<file path="config.mk">
export PLATFORM = sky130hd
export DESIGN_NAME = ssp_ctrl
export DESIGN_NICKNAME = d
export VERILOG_FILES = /design/src/rtl/ssp_pkg.sv /design/src/rtl/ssp_fifo.sv /design/src/rtl/ssp_engine.sv /design/src/rtl/ssp_ctrl.sv
export SDC_FILE = /design/constraint.sdc
export NUM_CORES = 1
export LEC_CHECK = 0
export ABC_AREA = 1
export BUFFER_PORTS_ARGS = -buffer_cell sky130_fd_sc_hd__buf_2
export CAP_MARGIN = 10
export CORE_ASPECT_RATIO = 1.75
export CORE_UTILIZATION = 40
export DETAILED_ROUTE_END_ITERATION = 16
export SLEW_MARGIN = 20
export SYNTH_ARGS = -nofsm -noshare
export SYNTH_HDL_FRONTEND = slang
export SYNTH_HIERARCHICAL = 1
export SYNTH_SLANG_ARGS = --single-unit
</file>
<file path="constraint.sdc">
create_clock -name clk -period 2.8 [get_ports clk]
set_input_delay 0 -clock clk [delete_from_list [all_inputs] [get_ports clk]]
set_output_delay 0 -clock clk [all_outputs]
set_load 0.01 [all_outputs]
</file>
<file path="src/rtl/ssp_pkg.sv">
package ssp_pkg;

    localparam int ADDR_W = 12;
    localparam int BUS_W  = 32;
    localparam int WORD_W = 16;
    localparam int SIZE_W = 4;

    localparam logic [ADDR_W-1:0] OFS_CTRL0 = 12'h000;
    localparam logic [ADDR_W-1:0] OFS_CTRL1 = 12'h004;
    localparam logic [ADDR_W-1:0] OFS_DATA  = 12'h008;
    localparam logic [ADDR_W-1:0] OFS_STAT  = 12'h00C;
    localparam logic [ADDR_W-1:0] OFS_PRESC = 12'h010;
    localparam logic [ADDR_W-1:0] OFS_IMASK = 12'h014;
    localparam logic [ADDR_W-1:0] OFS_RAW   = 12'h018;
    localparam logic [ADDR_W-1:0] OFS_MIS   = 12'h01C;
    localparam logic [ADDR_W-1:0] OFS_DMA   = 12'h020;
    localparam logic [6:0]        ID_PAGE   = 7'h7F;

    typedef struct packed {
        logic slave_quiet;
        logic slave_sel;
        logic enable;
        logic loopback;
    } ctrl1_t;

    typedef struct packed {
        logic busy;
        logic rx_full;
        logic rx_nonempty;
        logic tx_notfull;
        logic tx_empty;
    } status_t;

    typedef struct packed {
        logic       tx_low;
        logic       rx_high;
        logic [1:0] rsvd;
    } irq_vec_t;

    function automatic logic [WORD_W-1:0] size_mask(input logic [SIZE_W-1:0] n);
        logic [WORD_W-1:0] m;
        m = '0;
        for (int i = 0; i < WORD_W; i++) begin
            if (i <= int'(n)) m[i] = 1'b1;
        end
        return m;
    endfunction

    function automatic logic [7:0] id_byte(input logic [2:0] idx);
        logic [7:0] b;
        case (idx)
            3'd0:    b = 8'h22;
            3'd1:    b = 8'h10;
            3'd2:    b = 8'h04;
            3'd3:    b = 8'h00;
            3'd4:    b = 8'h0D;
            3'd5:    b = 8'hF0;
            3'd6:    b = 8'h05;
            default: b = 8'hB1;
        endcase
        return b;
    endfunction

endpackage

</file>
<file path="src/rtl/ssp_fifo.sv">
module ssp_fifo #(
    parameter int WIDTH = 16,
    parameter int DEPTH = 8
) (
    input  logic                       clk,
    input  logic                       rst,
    input  logic                       push,
    input  logic [WIDTH-1:0]           push_data,
    input  logic                       pop,
    output logic [WIDTH-1:0]           head_data,
    output logic [$clog2(DEPTH+1)-1:0] count,
    output logic                       empty,
    output logic                       full
);
    localparam int AW = (DEPTH > 1) ? $clog2(DEPTH) : 1;
    localparam int CW = $clog2(DEPTH + 1);
    localparam logic [AW-1:0] LAST = AW'(DEPTH - 1);

    logic [WIDTH-1:0] mem [DEPTH];
    logic [AW-1:0]    wptr, rptr;

    always_ff @(posedge clk) begin
        if (push) mem[wptr] <= push_data;
    end

    always_ff @(posedge clk) begin
        if (rst) begin
            wptr  <= '0;
            rptr  <= '0;
            count <= '0;
        end else begin
            if (push) wptr <= (wptr == LAST) ? '0 : wptr + 1'b1;
            if (pop)  rptr <= (rptr == LAST) ? '0 : rptr + 1'b1;
            case ({push, pop})
                2'b10:   count <= count + 1'b1;
                2'b01:   count <= count - 1'b1;
                default: count <= count;
            endcase
        end
    end

    assign head_data = mem[rptr];
    assign empty     = (count == '0);
    assign full      = (count == CW'(DEPTH));


    no_overflow_chk: assert property (@(posedge clk) disable iff (rst)
        push |-> (!full || pop));


    no_underflow_chk: assert property (@(posedge clk) disable iff (rst)
        pop |-> !empty);


    count_bound_chk: assert property (@(posedge clk) disable iff (rst)
        count <= CW'(DEPTH));

endmodule

</file>
<file path="src/rtl/ssp_engine.sv">
module ssp_engine
    import ssp_pkg::*;
(
    input  logic              enable,
    input  logic              loopback,
    input  logic              tx_empty,
    input  logic              rx_full,
    input  logic [WORD_W-1:0] tx_head,
    input  logic [WORD_W-1:0] frame_mask,
    input  logic              xchg_ready,
    input  logic [WORD_W-1:0] xchg_rx,
    output logic              xchg_valid,
    output logic [WORD_W-1:0] xchg_tx,
    output logic              move,
    output logic [WORD_W-1:0] rx_word
);
    logic can_go;

    assign can_go     = enable & ~tx_empty & ~rx_full;
    assign xchg_valid = can_go & ~loopback;
    assign xchg_tx    = tx_head;
    assign move       = can_go & (loopback | xchg_ready);
    assign rx_word    = (loopback ? tx_head : xchg_rx) & frame_mask;

endmodule

</file>
<file path="src/rtl/ssp_ctrl.sv">
module ssp_ctrl
    import ssp_pkg::*;
#(
    parameter int DEPTH = 8
) (
    input  logic              clk,
    input  logic              rst,
    input  logic [ADDR_W-1:0] bus_addr,
    input  logic              bus_wr,
    input  logic              bus_rd,
    input  logic [BUS_W-1:0]  bus_wdata,
    output logic [BUS_W-1:0]  bus_rdata,
    output logic              irq,
    output logic              xchg_valid,
    output logic [WORD_W-1:0] xchg_tx,
    input  logic              xchg_ready,
    input  logic [WORD_W-1:0] xchg_rx
);
    localparam int CW = $clog2(DEPTH + 1);
    localparam logic [CW-1:0] HALF = CW'(DEPTH / 2);

    logic [WORD_W-1:0] ctrl0;
    ctrl1_t            ctrl1;
    logic [7:0]        presc;
    logic [3:0]        imask;

    logic [WORD_W-1:0] frame_mask;
    logic              wr_data, rd_data;
    logic              tx_push, tx_pop, tx_empty, tx_full;
    logic              rx_push, rx_pop, rx_empty, rx_full;
    logic [WORD_W-1:0] tx_head, rx_head, rx_word;
    logic [CW-1:0]     tx_cnt, rx_cnt;
    status_t           stat;
    irq_vec_t          raw;
    logic              wire_unused;

    assign wire_unused = ^bus_wdata[BUS_W-1:WORD_W];

    always_ff @(posedge clk) begin
        if (rst) begin
            ctrl0 <= '0;
            ctrl1 <= '0;
            presc <= '0;
            imask <= '0;
        end else if (bus_wr) begin
            case (bus_addr)
                OFS_CTRL0: ctrl0 <= bus_wdata[WORD_W-1:0];
                OFS_CTRL1: ctrl1 <= ctrl1_t'(bus_wdata[3:0]);
                OFS_PRESC: presc <= bus_wdata[7:0];
                OFS_IMASK: imask <= bus_wdata[3:0];
                default:   ;
            endcase
        end
    end

    assign frame_mask = size_mask(ctrl0[SIZE_W-1:0]);
    assign wr_data    = bus_wr && (bus_addr == OFS_DATA);
    assign rd_data    = bus_rd && (bus_addr == OFS_DATA);
    assign tx_push    = wr_data && !tx_full;
    assign rx_pop     = rd_data && !rx_empty;

    ssp_fifo #(.WIDTH(WORD_W), .DEPTH(DEPTH)) tx_q_i (
        .clk(clk), .rst(rst),
        .push(tx_push), .push_data(bus_wdata[WORD_W-1:0] & frame_mask),
        .pop(tx_pop), .head_data(tx_head),
        .count(tx_cnt), .empty(tx_empty), .full(tx_full)
    );

    ssp_fifo #(.WIDTH(WORD_W), .DEPTH(DEPTH)) rx_q_i (
        .clk(clk), .rst(rst),
        .push(rx_push), .push_data(rx_word),
        .pop(rx_pop), .head_data(rx_head),
        .count(rx_cnt), .empty(rx_empty), .full(rx_full)
    );

    ssp_engine engine_i (
        .enable(ctrl1.enable), .loopback(ctrl1.loopback),
        .tx_empty(tx_empty), .rx_full(rx_full),
        .tx_head(tx_head), .frame_mask(frame_mask),
        .xchg_ready(xchg_ready), .xchg_rx(xchg_rx),
        .xchg_valid(xchg_valid), .xchg_tx(xchg_tx),
        .move(tx_pop), .rx_word(rx_word)
    );

    assign rx_push = tx_pop;

    always_comb begin
        stat.tx_empty    = tx_empty;
        stat.tx_notfull  = !tx_full;
        stat.rx_nonempty = !rx_empty;
        stat.rx_full     = rx_full;
        stat.busy        = !tx_empty;
        raw.tx_low       = (tx_cnt <= HALF);
        raw.rx_high      = (rx_cnt >= HALF);
        raw.rsvd         = 2'b00;
    end

    assign irq = |(raw & imask);

    always_comb begin
        bus_rdata = '0;
        if (bus_addr[ADDR_W-1:5] == ID_PAGE) begin
            bus_rdata = BUS_W'(id_byte(bus_addr[4:2]));
        end else begin
            case (bus_addr)
                OFS_CTRL0: bus_rdata = BUS_W'(ctrl0);
                OFS_CTRL1: bus_rdata = BUS_W'(ctrl1);
                OFS_DATA:  bus_rdata = rx_empty ? '0 : BUS_W'(rx_head);
                OFS_STAT:  bus_rdata = BUS_W'(stat);
                OFS_PRESC: bus_rdata = BUS_W'(presc);
                OFS_IMASK: bus_rdata = BUS_W'(imask);
                OFS_RAW:   bus_rdata = BUS_W'(raw);
                OFS_MIS:   bus_rdata = BUS_W'(raw & imask);
                default:   bus_rdata = '0;
            endcase
        end
    end


    xchg_hold_chk: assert property (@(posedge clk) disable iff (rst)
        (xchg_valid && !xchg_ready && !(bus_wr && bus_addr == OFS_CTRL1))
        |=> (xchg_valid && $stable(xchg_tx)));


    xchg_disable_chk: assert property (@(posedge clk) disable iff (rst)
        (bus_wr && bus_addr == OFS_CTRL1 && !bus_wdata[1]) |=> !xchg_valid);


    full_discard_chk: assert property (@(posedge clk) disable iff (rst)
        (wr_data && tx_full && !tx_pop) |=> tx_full);

endmodule

</file>
=== Word-level counts from Yosys, hierarchy flattened ===
Memory sizes are Yosys's and may differ from the RTL's. A register that Yosys moved wholly into a read port is not among the register bits.
Cells that the tools add are included.

* Bits in registers: 52
* RAM bits: 256
* Memories: 2
* Input bits: 65

* Multiplexer cells: 34
* Add/subtract/negate cells: 8
* Equality and inequality tests: 24
* Order comparisons: 17
* Reduce and logical (&&, ||, !) cells: 18
* Bitwise operators: 12

{| class="wikitable"
|+ Memory list
! memory !! words !! width !! read ports !! clocked after Yosys merged registers in !! wr ports !! RTL line !! RTL
|-
| rx_q_i.mem || 8 || 16 || 1 || 1 || 1 || ssp_fifo.sv:19 || <nowiki>logic [WIDTH-1:0] mem [DEPTH];</nowiki>
|-
| tx_q_i.mem || 8 || 16 || 1 || 1 || 1 || ssp_fifo.sv:19 ||
|}

{| class="wikitable"
|+ Operators with widths
! operator !! number
|-
| 16-bit case mux with 8 select lines || 1
|-
| 8-bit case mux with 7 select lines || 1
|-
| 12-bit by 5-bit == test with 1-bit output, second input constant || 4
|-
| 16-bit two-way mux || 3
|-
| 16-bit AND || 2
|-
| 4-bit <= comparator, first input constant || 8
|-
| 12-bit by 4-bit == test with 1-bit output, second input constant || 2
|-
| 3-bit two-way mux || 8
|-
| 3-bit == test, second input constant || 7
|-
| 1-bit two-way mux || 19
|-
| 3-bit by 4-bit <= comparator with 1-bit output, first input constant || 4
|-
| 4-bit case mux with 2 select lines || 2
|-
| 3-bit by 1-bit adder with 3-bit output, second input constant || 4
|-
| 12-bit by 3-bit == test with 1-bit output, second input constant || 1
|-
| 12-bit zero test || 1
|-
| 4-bit by 1-bit adder with 4-bit output, second input constant || 2
|-
| 4-bit AND || 2
|-
| 4-bit == test, second input constant || 2
|-
| 2-bit by 4-bit <= comparator with 1-bit output, first input constant || 2
|-
| 4-bit zero test || 2
|-
| 2-bit AND reduction || 4
|-
| 4-bit by 1-bit subtractor with 4-bit output, second input constant || 2
|-
| 7-bit == test, second input constant || 1
|-
| 3-bit by 2-bit == test with 1-bit output, second input constant || 2
|-
| 14 further kinds || 27
|}

=== Longest topological paths before layout ===
* Depth after elaboration: 7
* Gate-level depth with buffers: 18
* Gate-level depth less buffers: 17

=== Cells and area by module ===
Netlist, hierarchy kept.

{| class="wikitable"
|+ Modules (own cells, without submodules)
! module !! cells each !! area each (um2) !! seq. area each (um2) !! times used
|-
| ssp_fifo (rx_q_i) || 453 || 5,689.2 || 4,103.9 || 1
|-
| ssp_fifo (tx_q_i) || 452 || 5,684.2 || 4,103.9 || 1
|-
| ssp_ctrl || 402 || 2,444.8 || 640.6 || 1
|-
| ssp_engine || 106 || 496.7 || 0.0 || 1
|}

=== Worst setup path after synthesis ===
OpenSTA, ideal clock, no wires.

* Path type: reg2reg
* Start: register tx_q_i.count[1]
* End: memory rx_q_i.mem[0][0], enable pin
* Buffers on the path: 0
* Period minus slack after synthesis: 2.684 ns
* Stages on the path, launching flop included: 10
* Data required time: 2.412 ns
* Arrival time: 2.295 ns
* Path slack: 0.116 ns
* Library setup time: 0.388 ns
* Cell sequence: dfxtp_1 > inv_1 > nand2_1 > nor3_1 > inv_1 > nand3_1 > nor2_1 > inv_1 > or2_2 > nor2_1

* Cells in the longest elaborated chain, start to end: 7

{| class="wikitable"
|+ RTL lines
! item !! RTL line !! RTL
|-
| from (decl) || ssp_fifo.sv:11 || <nowiki>output logic [$clog2(DEPTH+1)-1:0] count,</nowiki>
|-
| from (signal assigned) || ssp_fifo.sv:35 || <nowiki>2'b10: count <= count + 1'b1;</nowiki>
|-
| from (signal assigned) || ssp_fifo.sv:36 || <nowiki>2'b01: count <= count - 1'b1;</nowiki>
|-
| from (signal assigned) || ssp_fifo.sv:37 || <nowiki>default: count <= count;</nowiki>
|-
| 4-bit zero test || ssp_fifo.sv:43 || <nowiki>assign empty = (count == '0);</nowiki>
|-
| via tx_empty || ssp_ctrl.sv:29 || <nowiki>logic tx_push, tx_pop, tx_empty, tx_full;</nowiki>
|-
| 1-bit inverter || ssp_engine.sv:19 || <nowiki>assign can_go = enable & ~tx_empty & ~rx_full;</nowiki>
|-
| 1-bit AND (2 in series) || ssp_engine.sv:19 ||
|-
| 1-bit AND || ssp_engine.sv:22 || <nowiki>assign move = can_go & (loopback | xchg_ready);</nowiki>
|-
| via rx_push || ssp_ctrl.sv:30 || <nowiki>logic rx_push, rx_pop, rx_empty, rx_full;</nowiki>
|-
| 1-bit two-way mux || ssp_fifo.sv:23 || <nowiki>if (push) mem[wptr] <= push_data;</nowiki>
|-
| 1-bit two-way mux (not written as such) || ssp_fifo.sv:23 ||
|-
| to (decl) || ssp_fifo.sv:19 ||
|}

The timed path passes the listed nets, and every way through them passes these cells.

=== Worst setup path in the final report ===
* Start: register tx_q_i.count[1]
* End: register rx_q_i.count[2]

* Cells in the longest elaborated chain, start to end: 7
* Elaborated cells on any way between the ends: 9

{| class="wikitable"
|+ RTL lines
! item !! RTL line !! RTL
|-
| 4-bit zero test * || ssp_fifo.sv:43 ||
|-
| via tx_empty || ssp_ctrl.sv:29 ||
|-
| 1-bit inverter * || ssp_engine.sv:19 ||
|-
| 1-bit AND * (2 in series) || ssp_engine.sv:19 ||
|-
| 1-bit AND * || ssp_engine.sv:22 ||
|-
| via rx_push || ssp_ctrl.sv:30 ||
|-
| 2-bit by 1-bit == test with 1-bit output or 2-bit == test (tied branches) || ssp_fifo.sv:34 || <nowiki>case ({push, pop})</nowiki>
|-
| 4-bit case mux with 2 select lines or 2-bit nonzero test (tied branches) || n/a ||
|-
| to (signal assigned) || ssp_fifo.sv:35 ||
|-
| to (signal assigned) || ssp_fifo.sv:36 ||
|-
| to (signal assigned) || ssp_fifo.sv:37 ||
|-
| to (decl) || ssp_fifo.sv:11 ||
|}

The timed path passes the listed nets; every way through them passes the cells marked *.
A chain may end at the register's enable or synchronous reset.

==> qor.csv <==
stage,metric,value,unit
run_status,outcome,completed,
floorplanning,Die Span X,145,µm
placement,post-placement cell count,1913,
timing,max_slew headroom,0.352,
synth,Yosys warnings,6,
placement,pre-CTS setup slack,0.356,ns
pwr,Clock power frac,0.420,
global_routing,initial antenna violation count,0,
setup_path,CP required,3.25,ns
timing,min Tclk post-route,2.47,ns
drt,ANT nets after route,0,
setup_path,Worst R2R Setup Slack,0.33,ns
final_layout,Post-layout nets,1599,
timing,final hold violation count,0,
global_routing,vias in the first global route,9644,
final_layout,area of the multi-input gates,4420,µm²
synth,"Distinct cells, synth",40,
floorplanning,initial core utilization,0.406,
setup_path,CP endpoint kind,flop,
setup_path,CP Data Arrival Time,2.93,ns
drt,routed via count,9994,
synth,"flops & latches, synth",314,
drt,Top Metal Used,met4,
clock_network,Clock Latency Late Sink,0.56,ns
drt,routed wire length,35.6,mm
floorplanning,num ports,115,
job,Max Cap Viol,0,
placement,dpl cell area,15000,µm²
clock_network,CTS max path bufs,3,
final_layout,final instance area,16300,µm²
pwr,switching fraction of total power,0.200,
floorplanning,Die ar.,36600,µm²
pwr,Pwr Density,545,nW/µm²
pwr,Max VDD drop,0.428,mV
final_layout,Fillers,3344,
clock_network,number of clock buffers inserted by TritonCTS,27,
synth,Synth Area per Inst,10.1,µm²
timing,post-route clock period utilization,0.883,
timing,Fmax achieved,405,MHz
setup_path,CP max FO,6,
synth,cell count after synthesis,1413,
setup_path,critical path type,flop to flop,
global_routing,first-pass GRT wire length,53.4,mm
global_routing,GRT Util Overall,0.192,
global_routing,largest net degree at the start of global routing,65,
synth,largest cells by area after synthesis,"edfxtp_1 (54%), dfxtp_1 (8.1%), nand2_1 (7.1%), nor2_1 (6.0%), o21ai_0 (3.5%)",
floorplanning,DIE HEIGHT,252,µm
synth,"area leader, netlist",edfxtp_1,
drt,DR iter-0 viols,631,
pwr,Logic pwr share,0.020,
final_layout,share of cells above drive strength 1,0.129,
timing,WHS,0.0384,ns
min_path,Hold/Removal Path Class,input port to flop,
timing,Final WS setup,0.329,ns
drt,met2 wire length,19.5,mm
clock_network,"Reg clk slew, reported paths",0.07,ns
drt,met3 wire len,1.03,mm
timing,Setup TNS Final,0,ns
clock_network,TritonCTS Sinks,314,
final_layout,Register Area,8850,µm²
drt,DRC viols,0,
timing,count of pins over their slew limit,0,
final_layout,area delta synth->final,13.8,%
placement,hpwl dp,23.8,mm
floorplanning,core area,35300,µm²
timing,Setup Skew,0.0133,ns
pwr,Seq pwr share,0.561,
clock_network,CTS tree,built,
setup_path,Worst setup SP type,flop,
placement,Final Wtd Congestion,0.836,
drt,WL met1,13.5,mm
floorplanning,row cnt,91,
timing,Setup Viol. Count Final,0,
timing,Tightest Pin Transition,0.964,ns
clock_network,Post-CTS Setup Inserts,0,
synth,sequential fraction of the synthesis area,0.618,
timing,unrepaired setup endpoints after global routing,false,
placement,port bufs,82,
drt,DRT Pass-1 Iters,5,
pwr,Power Internal,0.00710,W
clock_network,CTS H-tree lvls,1,
synth,synthesized area,14300,µm²
pwr,P_leak,6.30,nW
clock_network,root cell of the clock tree,clkbuf_16,
drt,DR vias/cell,4.98,
drt,routed wire length per instance,17.7,µm
pwr,switching pwr,0.00177,W
final_layout,antenna cells,0,
synth,Synth top area share,0.537,
global_routing,grt total ovfl,0,
final_layout,final cell count without fillers,2005,
layer usage:
metal  track usage  vias to the layer above
li1              -                     4938
met1         0.202                     4765
met2         0.376                      214
met3        0.0184                       77
met4        0.0985                        0
met5             0                        -
sequential cells by signal, indices dropped and copies added (netlist names), named ones only:
register,cells
tx_q_i/wptr,3
tx_q_i/rptr,3
rx_q_i/count,4
rx_q_i/mem,128
tx_q_i/mem,128
tx_q_i/count,4
presc,8
rx_q_i/wptr,3
rx_q_i/rptr,3
ctrl0,16
ctrl1,4
imask,4
placed cells by master, fill, tap and decap left out, types with 27 or more instances in the layout:
| cell | Yosys | routed |
|---|---|---|
| nand2_1 | 270 | 270 |
| o22ai_1 | 32 | 32 |
| dlygate4sd3_1 | 0 | 43 |
| nor2_1 | 227 | 227 |
| buf_4 | 38 | 34 |
| inv_1 | 97 | 97 |
| buf_2 | 24 | 82 |
| dfxtp_1 | 58 | 54 |
| nand3_1 | 63 | 63 |
| o21ai_1 | 46 | 46 |
| a21oi_1 | 43 | 43 |
| clkbuf_16 | 0 | 27 |
| o21ai_0 | 99 | 99 |
| mux2i_1 | 32 | 32 |
| edfxtp_1 | 256 | 256 |
worst max-delay path: stages (launching register included):
cell and delay, ns:
dfxtp_1 0.34, inv_1 0.09, nand2_1 0.08, nor3_1 0.35, inv_1 0.08, nand3_1 0.12, nor2_1 0.07, inv_1 0.19
ha_1 0.26, nand2_1 0.07, inv_1 0.07, nor2_1 0.05, ha_1 0.17, a21oi_1 0.15, xnor2_1 0.09, o21ai_0 0.14
inv_1 0.05
kinds of logic after synthesis:
logic type / synth area share
simple gates: 0.181
compound gates: 0.0865
xor+xnor: 0.00245
flops: 0.618
other cells: 0.000525
mux: 0.0224
fa+ha+maj: 0.0122
buf+inv: 0.0772
through the flow:
stage | util | power, W
floorplan | - | 0.00516
global placement | 0.425 | 0.00521
detailed placement | 0.425 | 0.00522
CTS | 0.462 | 0.00896
global route | 0.462 | 0.00914
finish | 0.462 | 0.00888
synthesized netlist by cell type (all sizes together):
cell	count
a211oi	7
a21boi	4
a21oi	43
and2	4
buf	81
clkbuf	19
clkinv	1
conb	2
dfxtp	58
edfxtp	256
ha	14
inv	102
mux2i	32
nand2	276
nand3	66
nand3b	2
nand4	5
nor2	245
nor3	5
nor3b	6
o211ai	2
o21ai	145
o22ai	32
or2	2
xnor2	4
final cells by class:
cell class / instances / share of cell area
Inverter: 103 / 0.0242
Timing Repair Buffer: 163 / 0.0722
Clock inverter: 11 / 0.00753
Tap cell: 465 / 0.0357
Multi-Input combinational cell: 911 / 0.271
Clock buffer: 38 / 0.0458
Sequential cell: 314 / 0.543
path summary, 6_finish.rpt:
kind	startpoint	to	depth (start not counted)
hold reg to reg	imask[1]$_SDFFE_PP0P_	imask[1]$_SDFFE_PP0P_	2
hold / removal	xchg_ready	rx_q_i/wptr[2]$_SDFFE_PP0P_	5
setup / recovery	tx_q_i/count[1]$_SDFFE_PP0P_	rx_q_i/count[2]$_SDFFE_PP0P_	16
setup reg to reg	tx_q_i/count[1]$_SDFFE_PP0P_	rx_q_i/count[2]$_SDFFE_PP0P_	16
repair_timing:
item,in CTS,in global routing
resized for setup,0,0
hold endpoints to repair,225,0
hold buffers,43,0
power by group through the flow:
stage | clock network [W] | registers, W | logic (W)
3_3_place_gp | 0 | 0.00508 | 0.000136
4_1_cts | 0.00381 | 0.00498 | 0.000174
3_5_place_dp | 0 | 0.00508 | 0.000136
5_1_grt | 0.00399 | 0.00497 | 0.000187
2_1_floorplan | 0 | 0.00508 | 0.0000787
6_report | 0.00373 | 0.00498 | 0.000175
Note: power is estimated with default switching activity, not from simulation.
